<file path="config.mk">
export PLATFORM = sky130hd
export DESIGN_NAME = sleep_override_ctl
export DESIGN_NICKNAME = d
export VERILOG_FILES = /design/src/rtl/sleep_override_ctl.sv
export SDC_FILE = /design/constraint.sdc
export NUM_CORES = 1
export LEC_CHECK = 0
export ABC_AREA = 1
export BUFFER_PORTS_ARGS = -buffer_cell sky130_fd_sc_hd__buf_2
export CAP_MARGIN = 20
export CELL_PAD_IN_SITES_DETAIL_PLACEMENT = 0
export CELL_PAD_IN_SITES_GLOBAL_PLACEMENT = 1
export CORE_ASPECT_RATIO = 0.7
export CORE_UTILIZATION = 41
export CTS_CLUSTER_SIZE = 24
export DETAILED_ROUTE_END_ITERATION = 7
export PLACE_DENSITY = 0.79
export SLEW_MARGIN = 25
export SYNTH_ARGS = -nofsm -noshare
export SYNTH_HDL_FRONTEND = slang
export SYNTH_SLANG_ARGS = --single-unit
</file>
<file path="constraint.sdc">
create_clock -name clk -period 1.86 [get_ports clk]
set_clock_uncertainty 0.15 [all_clocks]
set_input_delay 0.372 -clock clk [delete_from_list [all_inputs] [get_ports clk]]
set_output_delay 0.372 -clock clk [all_outputs]
set_load 0.005 [all_outputs]
</file>
<file path="src/rtl/sleep_override_ctl.sv">
module sleep_override_ctl #(
  parameter int HOLD_TICKS = 131072
) (
  input  logic       clk,
  input  logic       rst_n,
  input  logic       wr_en,
  input  logic [7:0] wdata,
  output logic [7:0] rdata,
  input  logic       sleep_ctl,
  input  logic       rtc_tick,
  input  logic       btn,
  output logic       pwr_on,
  output logic       smi_req,
  output logic       pwrbtn_sts,
  output logic       pwrbtnor_sts,
  output logic       slp_smi_sts
);
  localparam int CW = $clog2(HOLD_TICKS + 1);
  localparam logic [CW-1:0] HOLD_MAX = CW'(HOLD_TICKS);

  logic          or_en;
  logic [2:0]    slp_type;
  logic          pend, armed, btn_q;
  logic [CW-1:0] hold_cnt;

  wire slp_wr    = wr_en & wdata[5];
  wire go_sleep  = slp_wr & ~sleep_ctl & (wdata[4:2] == 3'b000);
  wire counting  = btn & or_en & pwr_on;
  wire hold_done = rtc_tick & counting & (hold_cnt == HOLD_MAX);

  assign rdata = {3'b000, slp_type, or_en, 1'b0};

  always_ff @(posedge clk or negedge rst_n) begin
    if (!rst_n) begin
      or_en        <= 1'b0;
      slp_type     <= 3'b000;
      pend         <= 1'b0;
      armed        <= 1'b0;
      btn_q        <= 1'b0;
      hold_cnt     <= '0;
      pwr_on       <= 1'b1;
      smi_req      <= 1'b0;
      pwrbtn_sts   <= 1'b0;
      pwrbtnor_sts <= 1'b0;
      slp_smi_sts  <= 1'b0;
    end else begin
      if (wr_en) begin
        or_en    <= wdata[1];
        slp_type <= wdata[4:2];
      end
      smi_req <= slp_wr & sleep_ctl;
      if (slp_wr) slp_smi_sts <= 1'b1;

      if (go_sleep) pend <= 1'b1;
      else if (rtc_tick && pend) begin
        pend  <= 1'b0;
        armed <= 1'b1;
      end
      if (rtc_tick && armed) pwr_on <= 1'b0;

      btn_q <= btn;
      if (!counting) hold_cnt <= '0;
      else if (rtc_tick && hold_cnt != HOLD_MAX) hold_cnt <= hold_cnt + 1'b1;

      if (hold_done) begin
        pwr_on       <= 1'b0;
        pwrbtn_sts   <= 1'b0;
        pwrbtnor_sts <= 1'b1;
      end else if (btn && !btn_q) begin
        pwrbtn_sts <= 1'b1;
      end
    end
  end
endmodule


</file>
-- After elaboration in Yosys (flattened, before gate mapping)
Cells that the tools add are included.
Widths: inputs -> output; s select.
- bits in read-only memories: 0
- bits in latches: 0
- RAM bits: 0
- memories: 0
- register bits after elaboration: 30
- bitwise gates (word level): 10
- muxes and demuxes: 8
- divide/modulo/power cells: 0
- eq/ne operators: 3
- reduce and logical (&&, ||, !) cells: 10
- magnitude comparators: 0
- shifts and indexed selects: 0
- multiply operators: 0
- add/sub/neg operators: 1
- operators with widths (cell ; number):
    $mux 18 ; 2
    $add 18x1->18 const B ; 1
    $eq 18x18->1 const B ; 1
    $ne 18x18->1 const B ; 1
    $and 1x1->1 ; 8
    $mux 1 ; 6
    $reduce_bool 2->1 ; 3
    $logic_and 1x1->1 ; 4
    $logic_not 3->1 ; 1
    $ne 2x1->1 const B ; 1
    $not 1->1 ; 2
    $reduce_and 2->1 ; 1
    $logic_not 1->1 ; 1

-- Logic depth before layout (Yosys ltp)
- word-level depth: 5
- gate-level depth with buffers: 10
- depth with buffers taken out: 9

-- Worst setup path after synthesis
No wires, ideal clock.
- kind: register -> register
- start: reg hold_cnt[0]
- end: reg hold_cnt[3]
- cell stages (with the launch flop): 11
- setup slack: 0.278 ns
- data required time: 1.590 ns
- arrival time: 1.312 ns
- setup time: 0.120 ns
- cell sequence: dfrtp_1 inv_2 ha_1 nand3_1 nor2_1 nand2_2 nand2_4 nand2_4 buf_6 nand2_2 o21ai_2
- word-level cells in the longest chain between the ends: 3
- elaborated cells between the ends (all ways): 6
- those cells by class: 1 x add/sub; 2 x eq/ne; 2 x mux; 1 x reduce/logical
- RTL lines (what ; RTL line ; source):
    start, declared ; 24 ; logic [CW-1:0] hold_cnt;
    start signal, assigned ; 63 ; else if (rtc_tick && hold_cnt != HOLD_MAX) hold_cnt <= hold_cnt + 1'b1;
    $add 18x1->18 or $ne 18x18->1 (tied branches) ; 63 ;
    $mux 18 or $logic_and 1x1->1 (tied branches) ; 63 ;
    $mux 18 or $ne 2x1->1 (tied branches) ; -- ;
Parallel ways exist; a longest one is shown, timed or not. The select of a mux whose other input is x is not followed.
A chain may end at the register's enable or synchronous reset.

-- Final worst setup path
- start: reg hold_cnt[0]
- end: reg hold_cnt[11]
The elaborated chain is that of the path after synthesis.

==> results.py <==
metrics = {
    "critical_path": {
        "cp_slowest_cell": "dfrtp_1",
        "slowest_delay_ps": 440,
        "worstPathRequired_ps": 1880,
        "arrival_ps": 1730,
        "crit_path_cell_trace": "inv_2 -> ha_1 -> nand3_1 -> nor2_1 -> nand2_2 -> nand2_4 -> nand2_4 -> nand2_1 -> o21ai_2",
        "critPathKind": "flop to flop",
        "cp.depth": 9,
        "crit_top_cell": "nand2_4",
        "crit_family": "simple AND/OR/NAND/NOR gates",
        "cp_num_buf_inv": 1,
        "critPathLaunchType": "flop",
        "rr_worst_depth": 9,
        "crit_fanout": 15,
        "endpoint_kind": "flop",
    },
    "finish": {
        "num_antenna_cells": 0,
        "final_core_util": 0.515,
        "area_growth_pct": 14.9,
        "nets": 285,
        "n_fill_cell": 418,
        "ff_latch_area_um2": 752,
        "top_register": "hold_cnt",
        "top_regs": "hold_cnt (18), slp_type (3)",
        "largest_reg_flops": 18,
        "final_layout_size_suffix_gt1_frac": 0.244,
        "multiInputGateArea_um2": 937,
        "final_cell_mix": "nand2_1, nor2_1, dfrtp_1",
        "layout_commonest_cell": "nand2_1",
    },
    "clock_tree": {
        "hold_buffers": 1,
        "cts_num_sinks": 30,
        "cts_setup_buffers": 0,
        "cts-buffers-inserted": 5,
        "h-tree-depth": 2,
        "cts.clk_slew.worst_paths_ps": 70,
        "cts.path.max_buffers": 2,
        "cts_tree": "done",
        "post_cts_resized": 0,
        "clk_latency_ps": 280,
        "root_buffer": "clkbuf_8",
    },
    "yosys": {
        "yosysWarnings": 0,
        "synth_top_family_by_area": "simple AND/OR/NAND/NOR gates",
        "yosysUniqueCellTypes": 30,
        "synth_top_area_share": 0.396,
        "synth_compound_area_frac": 0.0512,
        "ys_ff_latch": 30,
        "syn_area_mm2": 0.00183,
        "synth-async-reset-ratio": 1.00,
        "ys_top_cells_by_area": "dfrtp_1, nand2_1, nand3_1",
        "synthXorXnorAreaFrac": 0.0287,
        "syn_area_per_cell_um2": 7.61,
        "synth-simple-area-share": 0.385,
        "synth_fa_ha_area_frac": 0.0137,
        "netlist_instances": 241,
        "synth_edf_count": 0,
        "ys_seq_area_frac": 0.410,
        "yosysTopAreaCell": "dfrtp_1",
        "synth-main-ff-cell": "dfrtp_1",
        "muxShareOfSynthArea": 0.0246,
    },
    "routing": {
        "route.met2.wl_um": 1450,
        "drt_iter0_drc": 89,
        "first_pass_iters": 4,
        "ant_nets": 0,
        "met1_length_um": 2380,
        "vias_per_cell": 4.71,
        "drt_wl_total_um": 4050,
        "vias": 1516,
        "wl_per_cell_um": 12.6,
        "wl_met3_um": 195,
        "drc": 0,
        "highest_layer": "met4",
    },
    "sta": {
        "rsz0062_at_grt": "false",
        "fmaxAchievable_mhz": 586,
        "setup_tns_ps": 0,
        "final-setup-viol-count": 0,
        "slew_viol_final": 0,
        "period_share": 0.918,
        "final_hold_viol_count": 0,
        "finalCriticalPeriod_ps": 1710,
    },
    "power": {
        "p_int_w": 0.00109,
        "p_per_area_mw_per_mm2": 657,
        "swShare": 0.216,
        "power.leakage_nw": 0.987,
        "power_frac_clock": 0.468,
        "power_w": 0.00139,
        "seqPwrFrac": 0.483,
        "power_frac_comb": 0.049,
        "switching_power_w": 0.000299,
        "vdd_drop_max_v": 0.000469,
    },
    "floorplan": {
        "num_rows": 19,
        "core_area_mm2": 0.00409,
        "die_width_um": 81.9,
        "fp.dieArea_mm2": 0.00475,
        "start_util": 0.448,
        "io-pin-count": 27,
        "die_y_um": 57.9,
    },
    "global_route": {
        "grt_pass1_wl_um": 6900,
        "grt_max_degree": 31,
        "grt_antenna_before_repair": 0,
        "grt-ovfl-total": 0,
        "grt_usage": 0.198,
        "grt_pass1_vias": 1381,
    },
    "min_path": {
        "hold_path_depth": 1,
        "min_path_type": "input pin to flop",
    },
    "run": {
        "cap_violations": 0,
    },
    "placement": {
        "port_buffers": 19,
        "place_congestion": 0.783,
        "hpwl_um": 3120,
    },
    "outcome": {
        "outcome": "finished, final reports clean",
    },
}
-- per-stage QoR --
step | std cells | hold WS, ps | cell area [um2] | setup slack, ps
after floorplan | 244 | -73.6 | 1840 | 278
after global placement | 313 | 265 | 1990 | 171
after detailed placement | 313 | 263 | 1990 | 158
after CTS | 322 | 83.6 | 2110 | 141
after global routing | 322 | 86.3 | 2110 | 8.43
final | 322 | 94.8 | 2110 | 152
-- power groups by stage --
stage               Combinational (W)  Sequential (W)  Clock (W)
finish                      0.0000672        0.000669   0.000649
global route                0.0000765        0.000670   0.000697
CTS                         0.0000693        0.000669   0.000671
detailed placement          0.0000673        0.000681          0
global placement            0.0000676        0.000681          0
floorplan                   0.0000322        0.000682          0
-- layer usage --
layer	up-vias	global-route usage
li1	811	-
met2	28	0.231
met4	0	0.0526
met5	-	0
met3	5	0.0520
met1	672	0.336
-- cell usage after synthesis (2+ instances only) --
| master | n |
|---|---|
| buf_4 | 6 |
| dfrtp_1 | 29 |
| ha_1 | 2 |
| inv_1 | 23 |
| inv_2 | 2 |
| mux2_2 | 4 |
| nand2_1 | 60 |
| nand2_2 | 6 |
| nand2_4 | 2 |
| nand3_1 | 26 |
| nand3_2 | 2 |
| nand3b_1 | 3 |
| nand4_1 | 6 |
| nor2_1 | 34 |
| nor2_2 | 7 |
| nor3_1 | 3 |
| o21ai_0 | 2 |
| o21ai_1 | 2 |
| o21ai_2 | 7 |
| xor2_1 | 5 |
-- cells by family after synthesis --
group,Yosys count
and+or+nand+nor,152
buffers and inverters,33
DFF,30
AOI/OAI and AO/OA,13
xor gates and xnor gates,6
muxes,4
adders and majority gates,2
other,1
-- final timing paths --
| kind | end | slack (ps) | startpoint |
|---|---|---|---|
| worst max-delay path | hold_cnt[11] | 150 | hold_cnt[0] |
| worst min-delay path | btn_q | 90 | btn |
| worst max register to register | hold_cnt[11] | 150 | hold_cnt[0] |
| worst min register to register | armed | 300 | armed |
| max in group asynchronous | pwr_on | 770 | rst_n |
| min in group asynchronous | hold_cnt[10] | 480 | rst_n |
-- worst register-to-register path: stages (launching register included) --
cell     delay, ps
dfrtp_1        440
inv_2          120
ha_1           160
nand3_1         90
nor2_1         130
nand2_2         90
nand2_4        100
nand2_4        150
nand2_1        130
o21ai_2         50
-- final cells by class --
cell class,count,share of cell area
clock buffer,5,0.0327
sequential,30,0.357
clock inverter,3,0.0190
multi-input combinational,181,0.445
timing repair buffer,26,0.0713
tap,52,0.0309
inverter,25,0.0445
No activity file was read; power rests on OpenSTA's default activity.
